$ cat src/rtl/dready_ack_pkg.sv
package dready_ack_pkg;
  localparam int unsigned DEF_N_CH  = 4;
  localparam int unsigned DEF_OSR_W = 8;

  function automatic logic pin_level(input logic any_set, input logic inv);
    return any_set ^ inv;
  endfunction
endpackage

$ cat src/rtl/dready_ack_gate.sv
module dready_ack_gate #(
  parameter int unsigned N_CH  = 4,
  parameter int unsigned OSR_W = 8
) (
  input  logic [N_CH-1:0]       ack_en_i,
  input  logic [N_CH-1:0]       sinc_en_i,
  input  logic [N_CH-1:0]       intg_en_i,
  input  logic [N_CH*OSR_W-1:0] sinc_osr_i,
  input  logic [N_CH*OSR_W-1:0] intg_osr_i,
  output logic [N_CH-1:0]       qual_o
);
  localparam logic [OSR_W-1:0] UNITY = OSR_W'(1);

  for (genvar i = 0; i < N_CH; i++) begin : g_ch
    logic any_path;
    logic both_unity;
    assign any_path   = sinc_en_i[i] | intg_en_i[i];
    assign both_unity = (sinc_osr_i[i*OSR_W +: OSR_W] == UNITY) &&
                        (intg_osr_i[i*OSR_W +: OSR_W] == UNITY);
    assign qual_o[i]  = ack_en_i[i] & any_path & ~both_unity;
  end
endmodule

$ cat src/rtl/dready_ack_flags.sv
module dready_ack_flags #(
  parameter int unsigned N_CH = 4
) (
  input  logic            clk_i,
  input  logic            rst_ni,
  input  logic [N_CH-1:0] set_i,
  input  logic [N_CH-1:0] clr_i,
  output logic [N_CH-1:0] flags_o
);
  for (genvar i = 0; i < N_CH; i++) begin : g_flag
    logic q;
    // set wins over clear: the newer sample stays flagged
    always_ff @(posedge clk_i or negedge rst_ni) begin
      if (!rst_ni)       q <= 1'b0;
      else if (set_i[i]) q <= 1'b1;
      else if (clr_i[i]) q <= 1'b0;
    end
    assign flags_o[i] = q;
  end
endmodule

$ cat src/rtl/dready_ack_pin.sv
module dready_ack_pin #(
  parameter int unsigned N_CH = 4
) (
  input  logic [N_CH-1:0] flags_i,
  input  logic            inv_i,
  output logic            pin_o
);
  import dready_ack_pkg::*;
  assign pin_o = pin_level(|flags_i, inv_i);
endmodule

$ cat src/rtl/dready_ack_agg.sv
module dready_ack_agg
  import dready_ack_pkg::*;
#(
  parameter int unsigned N_CH  = DEF_N_CH,
  parameter int unsigned OSR_W = DEF_OSR_W
) (
  input  logic                  clk_i,
  input  logic                  rst_ni,
  input  logic [N_CH-1:0]       new_data_i,
  input  logic [N_CH-1:0]       rd_data_i,
  input  logic [N_CH-1:0]       ack_en_i,
  input  logic [N_CH-1:0]       sinc_en_i,
  input  logic [N_CH-1:0]       intg_en_i,
  input  logic [N_CH*OSR_W-1:0] sinc_osr_i,
  input  logic [N_CH*OSR_W-1:0] intg_osr_i,
  input  logic                  pol_inv_i,
  output logic [N_CH-1:0]       flags_o,
  output logic                  rdy_o
);
  logic [N_CH-1:0] qual;
  logic [N_CH-1:0] set_v;

  dready_ack_gate #(.N_CH(N_CH), .OSR_W(OSR_W)) u_gate (
    .ack_en_i  (ack_en_i),
    .sinc_en_i (sinc_en_i),
    .intg_en_i (intg_en_i),
    .sinc_osr_i(sinc_osr_i),
    .intg_osr_i(intg_osr_i),
    .qual_o    (qual)
  );

  assign set_v = new_data_i & qual;

  dready_ack_flags #(.N_CH(N_CH)) u_flags (
    .clk_i  (clk_i),
    .rst_ni (rst_ni),
    .set_i  (set_v),
    .clr_i  (rd_data_i),
    .flags_o(flags_o)
  );

  dready_ack_pin #(.N_CH(N_CH)) u_pin (
    .flags_i(flags_o),
    .inv_i  (pol_inv_i),
    .pin_o  (rdy_o)
  );
endmodule

$ cat config.mk
export PLATFORM = sky130hd
export DESIGN_NAME = dready_ack_agg
export DESIGN_NICKNAME = d
export VERILOG_FILES = /design/src/rtl/dready_ack_pkg.sv /design/src/rtl/dready_ack_gate.sv /design/src/rtl/dready_ack_flags.sv /design/src/rtl/dready_ack_pin.sv /design/src/rtl/dready_ack_agg.sv
export SDC_FILE = /design/constraint.sdc
export NUM_CORES = 1
export LEC_CHECK = 0
export BUFFER_PORTS_ARGS = -buffer_cell sky130_fd_sc_hd__clkbuf_2
export CORE_MARGIN = 3
export CORE_UTILIZATION = 22
export DETAILED_ROUTE_END_ITERATION = 12
export GPL_TIMING_DRIVEN = 0
export MAX_ROUTING_LAYER = met4
export PLACE_DENSITY = 0.87
export SETUP_SLACK_MARGIN = 0.2
export SYNTH_ARGS = -nofsm -noshare
export SYNTH_HDL_FRONTEND = slang
export SYNTH_HIERARCHICAL = 1
export SYNTH_SLANG_ARGS = --single-unit
$ cat constraint.sdc
create_clock -name clk_i -period 1.1 [get_ports clk_i]
set_input_delay 0.11 -clock clk_i [delete_from_list [all_inputs] [get_ports clk_i]]
set_output_delay 0.11 -clock clk_i [all_outputs]
set_load 0.01 [all_outputs]
==> impl_metrics.yaml, run 1 <==
logic_synthesis:
  netlist_area_um2: 407
  ys_types: 13
  syn_avg_cell_area_um2: 8.13
  yosys.area_share.simple_pct: 43.7
  synth_xor_area_share_pct: 2.15
  ys_warn_count: 6
  yosys_register_bits: 4
  netlist_instances: 50
  synth_nets: 137
  synth_top_family_by_area: "simple AND/OR/NAND/NOR gates"
  synth_compound_area_share_pct: 18.5
  yosys-mux-area-fraction_pct: 0
  ys_seq_area_share_pct: 24.6
  synthAdderAreaFrac_pct: 0
outcome:
  failed_checks: "setup timing"
  outcome: "finished with violations"
worst_hold_path:
  hp-class: "in2reg"
power_and_ir_drop:
  leakage_nw: 0.636
  p_per_area_nw_per_um2: 650
  vdd_drop_max_v: 0.000382
timing:
  holdWs_ns: 0.110
  fin_crit_sh_pct: 130
  final_max_slew_viol_count: 0
  fin_crit_ns: 1.43
  timing.fmax_mhz: 700
  rsz0062_at_grt: "yes"
  relSlewSlack_pct: 75.5
  finalSetupViolCount: 1
  hold_viol_final: 0
  layout_setup_ws_ns: -0.328
  fin_tns_setup_ns: -0.328
  worst_pin_slew_ns: 0.362
  skew_ns: 0
global_routing:
  antenna_found_initial: 0
  grt_usage_pct: 16.7
  grt_start_max_net_pins: 5
  grt_pass1_vias: 827
  grt_pass1_wl_um: 3060
  overflow: 0
placement:
  port_buffers: 91
  dp_hpwl_um: 1820
  dpl_cell_area_um2: 912
  gp_congestion: 0.695
setup_path:
  crit_family: "flip-flops"
  reg2reg_depth: 2
  rr_endpoint: "u_flags/g_flag[2].q"
  crit_buf_inv: 2
  r2r_slack_ns: 0.32
  crit_start: "u_flags/g_flag[0].q"
  arrival_ns: 1.32
  end_kind: "primary output"
  critPathKind: "reg2out"
  r2r_start: "u_flags/g_flag[2].q"
  path_cells: "buf_6, nor4_4, xnor2_2, buf_2"
  crit_end: "rdy_o"
  cp_slowest_cell: "dfrtp_1"
  cp_max_fo: 2
  startpoint_type: "flip-flop"
  path_depth: 4
  slowest_delay_ns: 0.39
  critical_path_required_ns: 0.99
detailed_routing:
  drcViolationCount: 0
  drt-total-wl_um: 2100
  ant_nets: 0
  drtIter0Drc: 5
  wl_per_cell_um: 12.3
  avgViaCountPerCell: 4.46
  vias: 762
  dr.pass1.iters: 5
floorplan:
  die_h_um: 49.0
  core_um2: 1610
  dieArea_um2: 2400
  dieWidth_um: 49.0
  start_util_pct: 25.2
  rows: 14
  io_pins: 92
clocking:
  clock_sinks: 4
  htreeDepth: 1
  insertion_delay_ns: 0.24
  cts_buffer_depth: 2
  root_buffer: "clkbuf_4"
  cts.clk_slew.worst_paths_ns: 0.05
  cts_tree: "built"
  cts_buffers: 3
finish:
  area_delta_synth_final_pct: 168
  drive_gt1_share_pct: 72.1
  final_common_cell: "clkbuf_2"
  mostFrequentLayoutCells: "79 x clkbuf_2, 13 x buf_6"
  antenna_cells: 0
  largest_reg_flops: 4
  top_register: "u_flags/g_flag.q"
  nNetsFinal: 236
  reg_top3: "u_flags/g_flag.q (4)"
  finish.instance_area_um2: 1090
  final_util_pct: 67.5
job:
  cap_violations: 0
==> power breakdown <==
part | internal, mW | leakage [nW] | switching (mW)
combinational | 0.231 | 0.571 | 0.114
clock | 0.123 | 0.0138 | 0.0684
sequential | 0.162 | 0.0503 | 0.00921
total | 0.515 | 0.636 | 0.192
==> synthesized netlist by cell type, drive strengths merged <==
master,instances,area [µm²]
nor4,9,62.6
a21o,4,30.0
a31oi,4,25.0
and2,4,25.0
and4b,4,40.0
buf,4,30.0
dfrtp,4,100
inv,4,15.0
nor2,4,15.0
nor4b,4,35.0
o21ai,4,20.0
xnor2,1,8.76
==> routing by layer <==
| layer | GRT usage [%] | up-vias | part of all wire (%) |
|---|---|---|---|
| met5 | - | - | 0 |
| met4 | 6.64 | 0 | 0 |
| met3 | 3.98 | 0 | 9.1 |
| met2 | 34.8 | 44 | 60 |
| met1 | 13.6 | 332 | 30 |
| li1 | - | 386 | - |
==> through the flow <==
| step | worst slack [ns] | cells | total power [mW] |
|---|---|---|---|
| floorplan | 0.0332 | 50 | 0.273 |
| global placement | -0.0883 | 165 | 0.441 |
| detailed placement | -0.144 | 165 | 0.450 |
| CTS | -0.334 | 171 | 0.668 |
| global route | -0.369 | 171 | 0.751 |
| finish | -0.328 | 171 | 0.707 |
==> how the worst min path moves through the flow <==
stage,start,endpoint,slack (ns),depth (start not counted)
final,rd_data_i[2],u_flags/g_flag[2].q,0.11,3
after global routing,rd_data_i[3],u_flags/g_flag[3].q,0.13,3
after CTS,rd_data_i[2],u_flags/g_flag[2].q,0.11,3
after detailed placement,rst_ni,u_flags/g_flag[1].q,-0.07,1
after global placement,rst_ni,u_flags/g_flag[1].q,-0.08,1
after floorplan,rst_ni,u_flags/g_flag[0].q,-0.19,0
==> kinds of logic (layout without fill, tap and decap cells) <==
logic type | count (synthesis) | after routing
simple gates | 25 | 25
buf+inv | 8 | 105
flops | 4 | 4
compound gates | 12 | 12
xor+xnor | 1 | 1
==> what timing repair did <==
action,4_1_cts,5_1_grt
hold endpoints to repair,4,0
endpoints found under the setup margin,8,9
buffers inserted,2,0
hold buffers,1,0
pin swaps,3,5
resized for setup,5,25
==> final cells by class <==
class	count	area, µm²
repair buffers	94	547
fillers	154	523
multi-input cells	38	329
flip-flops and latches	4	100
plain buffers	4	45.0
well taps	24	30.0
clock buffers	3	22.5
inverters	4	15.0
==> worst register-to-register path, delay by kind of cell (launching register included) <==
kind	cells	cell delay [ns]
flip-flops	1	0.38
buffers and inverters	1	0.13
AO/OA/AOI/OAI	1	0.16
Power figures use the tool's default switching activity.
==> run 2, diff against run 1 <==
CORE_MARGIN = 2   (was 3)
==> impl_metrics.yaml, run 2 (synthesized netlist as in run 1, its figures left out) <==
outcome:
  outcome: "finished with violations"
  failed_checks: "setup timing"
setup_path:
  critical_path_required_ns: 0.99
  cp_max_fo: 2
  r2r_slack_ns: 0.19
  r2r_start: "u_flags/g_flag[2].q"
  rr_endpoint: "u_flags/g_flag[2].q"
  reg2reg_depth: 3
  end_kind: "primary output"
  arrival_ns: 1.31
  critPathKind: "reg2out"
  startpoint_type: "flip-flop"
detailed_routing:
  dr.pass1.iters: 2
  drtIter0Drc: 7
  avgViaCountPerCell: 4.45
  vias: 779
  drt-total-wl_um: 1870
  ant_nets: 0
  drcViolationCount: 0
  wl_per_cell_um: 10.7
floorplan:
  rows: 15
  die_h_um: 47.0
  dieArea_um2: 2210
  dieWidth_um: 47.0
  io_pins: 92
  core_um2: 1730
  start_util_pct: 23.6
worst_hold_path:
  hold_depth: 3
  hp-class: "in2reg"
  min_to: "u_flags/g_flag[3].q"
  min-delay-start: "rd_data_i[3]"
finish:
  mostFrequentLayoutCells: "81 x clkbuf_2, 12 x buf_6, 5 x buf_4, 5 x nor4_4"
  final_common_cell: "clkbuf_2"
  final_cells: 175
  fillCellCount: 162
  area_delta_synth_final_pct: 172
  largest_reg_flops: 4
  antenna_cells: 0
  finish.instance_area_um2: 1100
  multi_input_area_um2: 338
  reg_top3: "u_flags/g_flag.q (4)"
  final_util_pct: 64.0
  nNetsFinal: 239
  seqCellArea_um2: 100
  drive_gt1_share_pct: 72.7
  top_register: "u_flags/g_flag.q"
clocking:
  htreeDepth: 1
  cts_tree: "built"
  cts_buffers: 3
  root_buffer: "clkbuf_4"
  cts_buffer_depth: 2
  cts.clk_slew.worst_paths_ns: 0.04
  clock_sinks: 4
  insertion_delay_ns: 0.23
timing:
  layout_setup_ws_ns: -0.319
  hold_viol_final: 0
  timing.fmax_mhz: 705
  skew_ns: 0
  fin_crit_ns: 1.42
  relSlewSlack_pct: 80.8
  fin_crit_sh_pct: 129
  finalSetupViolCount: 1
  holdWs_ns: 0.119
  final_max_slew_viol_count: 0
  fin_tns_setup_ns: -0.319
  rsz0062_at_grt: "yes"
  worst_pin_slew_ns: 0.284
placement:
  dp_hpwl_um: 1630
  post-place-cells: 166
  pre_cts_ws_ns: -0.104
  port_buffers: 91
  gp_congestion: 0.777
  dpl_cell_area_um2: 913
power_and_ir_drop:
  vdd_drop_max_v: 0.000435
  intPower_mw: 0.522
  switchingPower_mw: 0.186
  swShare_pct: 26.2
  clkPwrFrac_pct: 25.1
  leakage_nw: 0.647
  p_seq_share_pct: 24.3
  p_per_area_nw_per_um2: 640
  p_comb_share_pct: 50.6
  power_mw: 0.707
global_routing:
  antenna_found_initial: 0
  overflow: 0
  grt_usage_pct: 17.2
  grt_start_max_net_pins: 5
  grt_pass1_vias: 697
  grt_pass1_wl_um: 2510
job:
  cap_violations: 0
==> run 2: metal layers <==
| metal | vias up | global-route usage, % | wire length, µm |
|---|---|---|---|
| met5 | - | - | 0 |
| met4 | 0 | 6.67 | 16 |
| met3 | 2 | 8.08 | 165 |
| met2 | 41 | 32.3 | 1150 |
| met1 | 344 | 14.4 | 539 |
| li1 | 392 | - | - |
==> run 2: area by class of cell <==
| cell class | count | share of cell area (%) |
|---|---|---|
| timing repair buffer | 97 | 50.1 |
| inverter | 4 | 1.36 |
| buffer | 4 | 4.08 |
| tap | 25 | 2.83 |
| multi-input combinational | 38 | 30.6 |
| sequential | 4 | 9.06 |
| clock buffer | 3 | 2.04 |
==> run 2: worst max-delay path by stage <==
stage,end,startpoint,slack (ns)
after global routing,rdy_o,u_flags/g_flag[1].q,-0.37
after global placement,rdy_o,u_flags/g_flag[2].q,-0.09
after detailed placement,u_flags/g_flag[2].q,sinc_osr_i[18],-0.10
final,rdy_o,u_flags/g_flag[1].q,-0.32
after floorplan,rdy_o,u_flags/g_flag[2].q,0.03
after CTS,rdy_o,u_flags/g_flag[1].q,-0.34
==> run 2: what timing repair did <==
item	in CTS	in global routing
setup buffers	3	2
setup endpoints to repair	7	9
hold endpoints to repair	4	0
pin swaps	3	17
hold buffers	1	0
resized for setup	4	21
==> run 2: critical path, cell delays in order (launching register included) <==
cell and delay [ns]:
dfrtp_1 0.38, buf_6 0.13, nor4_4 0.30, xnor2_2 0.13, buf_2 0.14
==> run 2: power by group through the flow <==
stage	combinational, mW	clock (mW)	sequential, mW
finish	0.358	0.178	0.172
global placement	0.268	0	0.172
floorplan	0.103	0	0.170
CTS	0.305	0.190	0.170
global route	0.391	0.212	0.172
detailed placement	0.279	0	0.172
